===== src/rtl/ea_pkg.sv =====
package ea_pkg;
   typedef enum logic [3:0] {
      M_REG  = 4'd0,
      M_IMM  = 4'd1,
      M_DISP = 4'd2,
      M_RIND = 4'd3,
      M_IDX  = 4'd4,
      M_ABS  = 4'd5,
      M_MIND = 4'd6,
      M_AINC = 4'd7,
      M_ADEC = 4'd8,
      M_SCL  = 4'd9
   } ea_mode_e;
endpackage


===== src/rtl/ea_scale.sv =====
module ea_scale #(
   parameter int AW = 32,
   parameter int SW = 2
) (
   input  logic [AW-1:0] val,
   input  logic [SW-1:0] sel,
   output logic [AW-1:0] res
);
   localparam int NOPT = 1 << SW;

   logic [AW-1:0] opt [NOPT];

   for (genvar k = 0; k < NOPT; k++) begin : g_opt
      assign opt[k] = val << k;
   end

   assign res = opt[sel];
endmodule


===== src/rtl/ea_calc.sv =====
module ea_calc
   import ea_pkg::*;
#(
   parameter int AW         = 32,
   parameter int DW         = 16,
   parameter int SW         = 2,
   parameter bit ABS_SIGNED = 1'b1
) (
   input  logic [3:0]    mode,
   input  logic [AW-1:0] base,
   input  logic [AW-1:0] index,
   input  logic [DW-1:0] disp,
   input  logic [SW-1:0] sel,
   output logic [AW-1:0] ea,
   output logic [AW-1:0] wb,
   output logic          wb_en,
   output logic          no_mem,
   output logic          indirect
);
   localparam int XW = AW - DW;

   logic [AW-1:0] disp_x;
   logic [AW-1:0] abs_x;
   logic [AW-1:0] step;
   logic [AW-1:0] idx_sc;

   assign disp_x = {{XW{disp[DW-1]}}, disp};

   if (ABS_SIGNED) begin : g_abs_s
      assign abs_x = disp_x;
   end else begin : g_abs_z
      assign abs_x = {{XW{1'b0}}, disp};
   end

   ea_scale #(.AW(AW), .SW(SW)) u_step (
      .val (AW'(1)),
      .sel (sel),
      .res (step)
   );

   ea_scale #(.AW(AW), .SW(SW)) u_idx (
      .val (index),
      .sel (sel),
      .res (idx_sc)
   );

   always_comb begin
      ea       = '0;
      wb       = '0;
      wb_en    = 1'b0;
      no_mem   = 1'b0;
      indirect = 1'b0;
      case (ea_mode_e'(mode))
         M_DISP: ea = disp_x + base;
         M_RIND: ea = base;
         M_IDX:  ea = base + index;
         M_ABS:  ea = abs_x;
         M_MIND: indirect = 1'b1;
         M_AINC: begin
            ea    = base;
            wb    = base + step;
            wb_en = 1'b1;
         end
         M_ADEC: begin
            ea    = base - step;
            wb    = base - step;
            wb_en = 1'b1;
         end
         M_SCL:  ea = disp_x + base + idx_sc;
         default: no_mem = 1'b1;
      endcase
   end
endmodule


===== src/rtl/ea_unit.sv =====
module ea_unit #(
   parameter int AW         = 32,
   parameter int DW         = 16,
   parameter int SW         = 2,
   parameter bit ABS_SIGNED = 1'b1
) (
   input  logic          clk,
   input  logic          rst_n,
   input  logic          in_valid,
   output logic          in_ready,
   input  logic [3:0]    mode,
   input  logic [AW-1:0] base_val,
   input  logic [AW-1:0] index_val,
   input  logic [DW-1:0] disp,
   input  logic [SW-1:0] scale_sel,
   output logic          mem_req,
   output logic [AW-1:0] mem_addr,
   input  logic [AW-1:0] mem_rdata,
   output logic          done,
   output logic          no_mem,
   output logic [AW-1:0] ea_out,
   output logic          wb_en,
   output logic [AW-1:0] wb_val
);
   initial begin
      assert (DW > 0 && DW < AW) else $error("ea_unit: DW must be below AW");
      assert (SW > 0 && (1 << SW) <= AW) else $error("ea_unit: SW out of range");
   end

   logic          wait_q;
   logic          accept;
   logic [AW-1:0] c_ea;
   logic [AW-1:0] c_wb;
   logic          c_wb_en;
   logic          c_no_mem;
   logic          c_ind;

   ea_calc #(.AW(AW), .DW(DW), .SW(SW), .ABS_SIGNED(ABS_SIGNED)) u_calc (
      .mode     (mode),
      .base     (base_val),
      .index    (index_val),
      .disp     (disp),
      .sel      (scale_sel),
      .ea       (c_ea),
      .wb       (c_wb),
      .wb_en    (c_wb_en),
      .no_mem   (c_no_mem),
      .indirect (c_ind)
   );

   assign in_ready = !wait_q;
   assign accept   = in_valid && in_ready;
   assign mem_req  = accept && c_ind;
   assign mem_addr = base_val;

   always_ff @(posedge clk) begin
      if (!rst_n) begin
         wait_q <= 1'b0;
         done   <= 1'b0;
         no_mem <= 1'b0;
         ea_out <= '0;
         wb_en  <= 1'b0;
         wb_val <= '0;
      end else begin
         done  <= 1'b0;
         wb_en <= 1'b0;
         if (wait_q) begin
            wait_q <= 1'b0;
            done   <= 1'b1;
            ea_out <= mem_rdata;
            no_mem <= 1'b0;
         end else if (accept) begin
            if (c_ind) begin
               wait_q <= 1'b1;
            end else begin
               done   <= 1'b1;
               ea_out <= c_ea;
               no_mem <= c_no_mem;
               wb_en  <= c_wb_en;
               wb_val <= c_wb;
            end
         end
      end
   end
endmodule


===== config.mk =====
export PLATFORM = sky130hd
export DESIGN_NAME = ea_unit
export DESIGN_NICKNAME = d
export VERILOG_FILES = /design/src/rtl/ea_pkg.sv /design/src/rtl/ea_scale.sv /design/src/rtl/ea_calc.sv /design/src/rtl/ea_unit.sv
export SDC_FILE = /design/constraint.sdc
export NUM_CORES = 1
export LEC_CHECK = 0
export BUFFER_PORTS_ARGS = -buffer_cell sky130_fd_sc_hd__buf_2
export CELL_PAD_IN_SITES_DETAIL_PLACEMENT = 2
export CELL_PAD_IN_SITES_GLOBAL_PLACEMENT = 2
export CORE_MARGIN = 1
export CORE_UTILIZATION = 35
export DETAILED_ROUTE_END_ITERATION = 8
export PLACE_DENSITY_LB_ADDON = 0.1
export SYNTH_ARGS = -nofsm -noshare
export SYNTH_HDL_FRONTEND = slang
export SYNTH_SLANG_ARGS = --single-unit

===== constraint.sdc =====
create_clock -name clk -period 9.65 [get_ports clk]
set_clock_uncertainty 0.05 [all_clocks]
set_input_delay 0.4825 -clock clk [delete_from_list [all_inputs] [get_ports clk]]
set_output_delay 0.4825 -clock clk [all_outputs]
set_load 0.1 [all_outputs]

* Yosys cells after proc, flatten, opt, wreduce, memory -nomap -nowiden
Cells that the tools add are included.
** Operators by class
- Bitwise logic cells :: 5
- $add $sub $neg :: 5
- Equal/unequal tests :: 9
- Reduce and logical (&&, ||, !) cells :: 13
- $lt $le $gt $ge :: 1
- Muxes and demuxes :: 18
** Operators with widths (count)
- $mux 32 :: 7
- $pmux 32 s6 :: 1
- $add 32x32->32 :: 4
- $bmux 32 s2 :: 2
- $pmux 32 s2 :: 1
- $sub 32x32->32 :: 1
- $eq 4x3->1 const B :: 4
- $eq 4x2->1 const B :: 2
- $eq 4x4->1 const B :: 2
- $reduce_or 8->1 :: 1
- $mux 1 :: 7
- $reduce_or 2->1 :: 3
- $not 1->1 :: 4
- $reduce_and 2->1 :: 2
- $reduce_or 4->1 :: 1
- $ge 3x3->1 const B :: 1
- $not 2->3 :: 1
- $reduce_and 3->1 :: 1
- $reduce_or 3->1 :: 1
- $logic_and 1x1->1 :: 2
- $ne 2x2->1 const B :: 1
- $reduce_bool 2->1 :: 1
- $logic_not 1->1 :: 1
** Word-level totals
- Word-level logic and storage cells :: 57
- Register bits :: 68
- Output and inout bits :: 101
- Bits of input ports :: 121

* Longest topological paths before layout
- Depth after elaboration :: 9
- Gate-level depth with buffers :: 22
- Mapped depth without buffers :: 21

* Hierarchy
Synthesis repeated with hierarchy kept, for this count alone.
** Second synthesis, totals
- Cell total of the unflattened synthesis :: 1778
- Area, all modules :: 13320.3 um^2
** Modules (own cells, without submodules)
- ea_calc :: sequential area each 0.0 um^2, area an instance 8967.4 um^2, instances 1, cells an instance 1306
- ea_unit :: sequential area each 1361.3 um^2, area an instance 2944.1 um^2, instances 1, cells an instance 330
- ea_scale :: sequential area each 0.0 um^2, area an instance 704.4 um^2, instances 2, cells an instance 71

* Worst setup path before layout
Ideal clock, no wire load.
- Kind :: input-to-reg
- Start :: input port base_val[1]
- End :: register ea_out[29]
- Buffers on the path :: 0
- Arrival :: 4877 ps
- Path slack :: 4664 ps
- Stages on the path :: 18
- Library setup time :: 60 ps
- Cells stage by stage :: ha_1 a211oi_1 o21a_1 o21ai_0 a21oi_1 o21ai_0 a21o_1 a2111oi_0 nor4_1 or3b_2 ha_1 o211a_1 a31oi_1 o311ai_0 nand4_1 or3_1 a211oi_1 a221o_1
** Between the ends
- Cells in the longest elaborated chain, start to end :: 6
- Elaborated cells between the ends (all ways) :: 8
** RTL lines
- start: declaration :: line ea_unit.sv:12 : input logic [AW-1:0] base_val,
- $add 32x32->32 :: line ea_calc.sv:54, ea_calc.sv:69
- $add 32x32->32 :: line ea_calc.sv:69 : M_SCL: ea = disp_x + base + idx_sc;
- $pmux 32 s6 (*) :: line ea_calc.sv:53 : case (ea_mode_e'(mode))
- $mux 32 (*) :: line ea_unit.sv:73 : if (c_ind) begin
- $mux 32 (*) :: line ea_unit.sv:72 : end else if (accept) begin
- $mux 32 (*) :: line ea_unit.sv:67 : if (wait_q) begin
- end signal: assignment :: line ea_unit.sv:70 : ea_out <= mem_rdata;
- end: declaration :: line ea_unit.sv:21 : output logic [AW-1:0] ea_out,
Every way passes the cells marked *; elsewhere a longest branch is shown, timed or not. The select of a mux whose other input is x is not followed.
A chain may end at the register's enable or synchronous reset.

* Worst setup path in the final report
Ends and elaborated chain as after synthesis.

==> out/qor.yml <==
run_status:
  status: "finished clean"
finish:
  layout-drive-gt1-share_pct: 18.7
  area_growth_pct: 12.9
  nets: 1906
  final_cells: 2084
  final_core_util_pct: 40.3
  fillers: 3879
  diodes: 0
  stdcell_area_mm2: 0.0128
detailed_routing:
  met1Wirelength_um: 23100
  dr.pass1.iters: 5
  via_count: 13420
  routed_wl_um: 57600
  viasPerCell: 6.44
  drc: 0
  met3_length_um: 2450
  first_iter_violations: 737
  ant_nets: 0
  routed.top_layer: "met4"
  wl_per_cell_um: 27.6
  wl_met2_um: 29000
setup_path:
  required_ps: 9900
  crit_family: "compound AO/OA/AOI/OAI gates"
  path_cells: "buf_2, ha_1, a211oi_1, o21a_1, o21ai_0, a21oi_1, o21ai_0, a21o_1, a2111oi_0, nor4_1, or3b_2, ha_1, o211a_1, a31oi_1, o311ai_0, nand4_1, or3_1, a211oi_1, a221o_1"
  crit_slowest_cell: "a2111oi_0"
  path_max_fanout: 11
  cp.arrival_ps: 6400
  critPathBufInv: 1
  cp-start-kind: "input port"
  r2r_slack_ps: 5210
  crit_path_end_kind: "flip-flop"
  criticalPathCategory: "in -> reg"
  cpPeakStageDelay_ps: 750
timing:
  finalSetupViolations: 0
  rsz0062_at_grt: "false"
  worst_slack_ps: 3500
  hold_viol_final: 0
  worst_pin_slew_ps: 1090
  finalHoldWorstSlack_ps: 320
  tns_ps: 0
  max_freq_mhz: 162
  fin_crit_ps: 6150
  slew-limit-headroom_pct: 27.1
  slew_violations: 0
  period_share_pct: 63.8
floorplan:
  die_area_mm2: 0.0331
  num_rows: 65
  die_x_um: 182
  start_util_pct: 35.7
  ios: 222
  fp.coreArea_mm2: 0.0317
  die_h_um: 182
placement:
  port_buffers: 221
  placedCellCount: 2068
  pre_cts_slack_ps: 3220
  post-dp-hpwl_um: 45000
  postPlaceCellArea_mm2: 0.0125
  gp_congestion: 0.946
yosys:
  dominantRegCellSynth: "dfxtp_1"
  synth_xor_area_share_pct: 8.25
  synth-simple-area-share_pct: 21.3
  avgSynthCellArea_um2: 7.30
  seq_area_frac_synth_pct: 12.0
  synth_top_family_by_area: "compound AO/OA/AOI/OAI gates"
  synth_fp_nets: 1779
  synth-compound-area-share_pct: 33.0
  synthArstFlopShare_pct: 0
  ys_types: 79
  ys_ff_latch: 68
  synth_cells: 1550
  synth_edf_count: 0
  synthesis.area_mm2: 0.0113
  synth_fa_ha_area_share_pct: 12.3
  synth_warnings: 0
  synth_mux_area_share_pct: 6.39
job:
  drv_cap: 0
global_routing:
  grt-ovfl-total: 0
  grt_max_degree: 53
  track_usage_pct: 34.6
  grt_pass1_vias: 14287
  antenna_found_initial: 0
  grt_first_pass_wirelength_um: 86900
pwr:
  finalPower_mw: 1.74
  ir_drop_mv: 0.0887
  leakage_nw: 5.50
  power_density_mw_per_mm2: 136
clock_tree:
  clock_sinks: 68
  cts_root_buffer: "clkbuf_16"
  cts_buffers: 9
  path_clk_slew_ps: 80
  hold_buffers: 0
  clockBufferDepth: 2
  cts_tree: "done"
  clk_latency_ps: 350
  h-tree-depth: 3
  postCtsSetupRepairBufs: 0
  cts-resized-gates: 0
min_path:
  hold_class: "in -> reg"
-- path summary, 6_finish.rpt --
check                                   to     startpoint  cells after the start
worst max-delay path            ea_out[29]    base_val[1]                     19
worst min-delay path            ea_out[10]  mem_rdata[10]                      3
worst max register to register  ea_out[31]         wait_q                      8
worst min register to register  wb_val[22]     wb_val[22]                      2
-- area by class of cell --
type                            instances  area [um^2]  area share, %
Inverter                               41          154           1.20
Clock inverter                          7         82.6          0.646
Sequential cell                        68         1360           10.7
Tap cell                              402          503           3.94
Multi-Input combinational cell       1319         9220           72.1
Clock buffer                            9          225           1.76
Timing Repair Buffer                  238         1230           9.65
-- sequential cells by signal (all words and copies together) (netlist names) --
| signal | count |
|---|---|
| no_mem | 1 |
| wait_q | 1 |
| ea_out | 32 |
| done | 1 |
| wb_en | 1 |
| wb_val | 32 |
-- cell families (layout without fill, tap and decap cells) --
family / count (synthesis) / count (layout)
AOI/OAI and AO/OA: 559 / 559
xor gates and xnor gates: 105 / 105
adders and majority gates: 108 / 108
buffers and inverters: 163 / 295
DFF: 68 / 68
muxes: 42 / 42
and+or+nand+nor: 505 / 505
-- routing by layer --
| layer | track usage (%) | vias to the layer above |
|---|---|---|
| met5 | 0 | - |
| met2 | 63.0 | 430 |
| met3 | 4.19 | 131 |
| met4 | 18.2 | 0 |
| met1 | 39.5 | 6792 |
| li1 | - | 6067 |
-- cells in the mapped netlist, types with 17 or more instances --
library cell / n / area, um^2
xor2_1: 40 / 350
nand2b_1: 19 / 119
mux4_2: 24 / 541
a221oi_1: 23 / 201
a31oi_1: 22 / 138
a21oi_1: 147 / 736
inv_1: 41 / 154
nand2_1: 169 / 634
xnor2_1: 64 / 561
and3_1: 32 / 200
o211ai_1: 36 / 270
o21ai_0: 113 / 566
buf_4: 32 / 240
nor2_1: 111 / 417
a21o_1: 39 / 293
dfxtp_1: 68 / 1360
a211oi_1: 28 / 210
nor2b_1: 17 / 106
nand3_1: 51 / 255
clkbuf_1: 74 / 278
ha_1: 103 / 1290
nor3_1: 23 / 115
-- cell usage in the layout, fill, tap and decap left out, types with 16 or more instances in the layout --
cell      Yosys  layout
buf_2         6     221
inv_1        41      41
xor2_1       40      40
mux2i_1      16      16
and3_1       32      32
nand3_1      51      51
ha_1        103     103
nand2b_1     19      19
a21o_1       39      39
nand2_1     169     169
dfxtp_1      68      67
o211ai_1     36      36
a21oi_1     147     147
nor2b_1      17      17
a211oi_1     28      28
a31oi_1      22      22
xnor2_1      64      64
nor2_1      111     108
mux4_2       24      24
nor3_1       23      21
buf_4        32      17
o21ai_0     113     113
a221oi_1     23      23
-- report_power, final --
group	leakage, nW	internal, mW	switching, mW
registers	0.555	0.294	0.00798
clock network	0.145	0.205	0.169
logic	4.80	0.344	0.715
total	5.50	0.843	0.892
-- worst reg2reg max path: stages, from the launching register on --
cell,delay (ps)
dfxtp_2,310
buf_4,310
nor2_4,940
nand3_1,770
nor2_1,830
nand2_1,440
or3_1,470
nor3_1,150
nand3b_1,120
(Power assumes the default switching activity.)
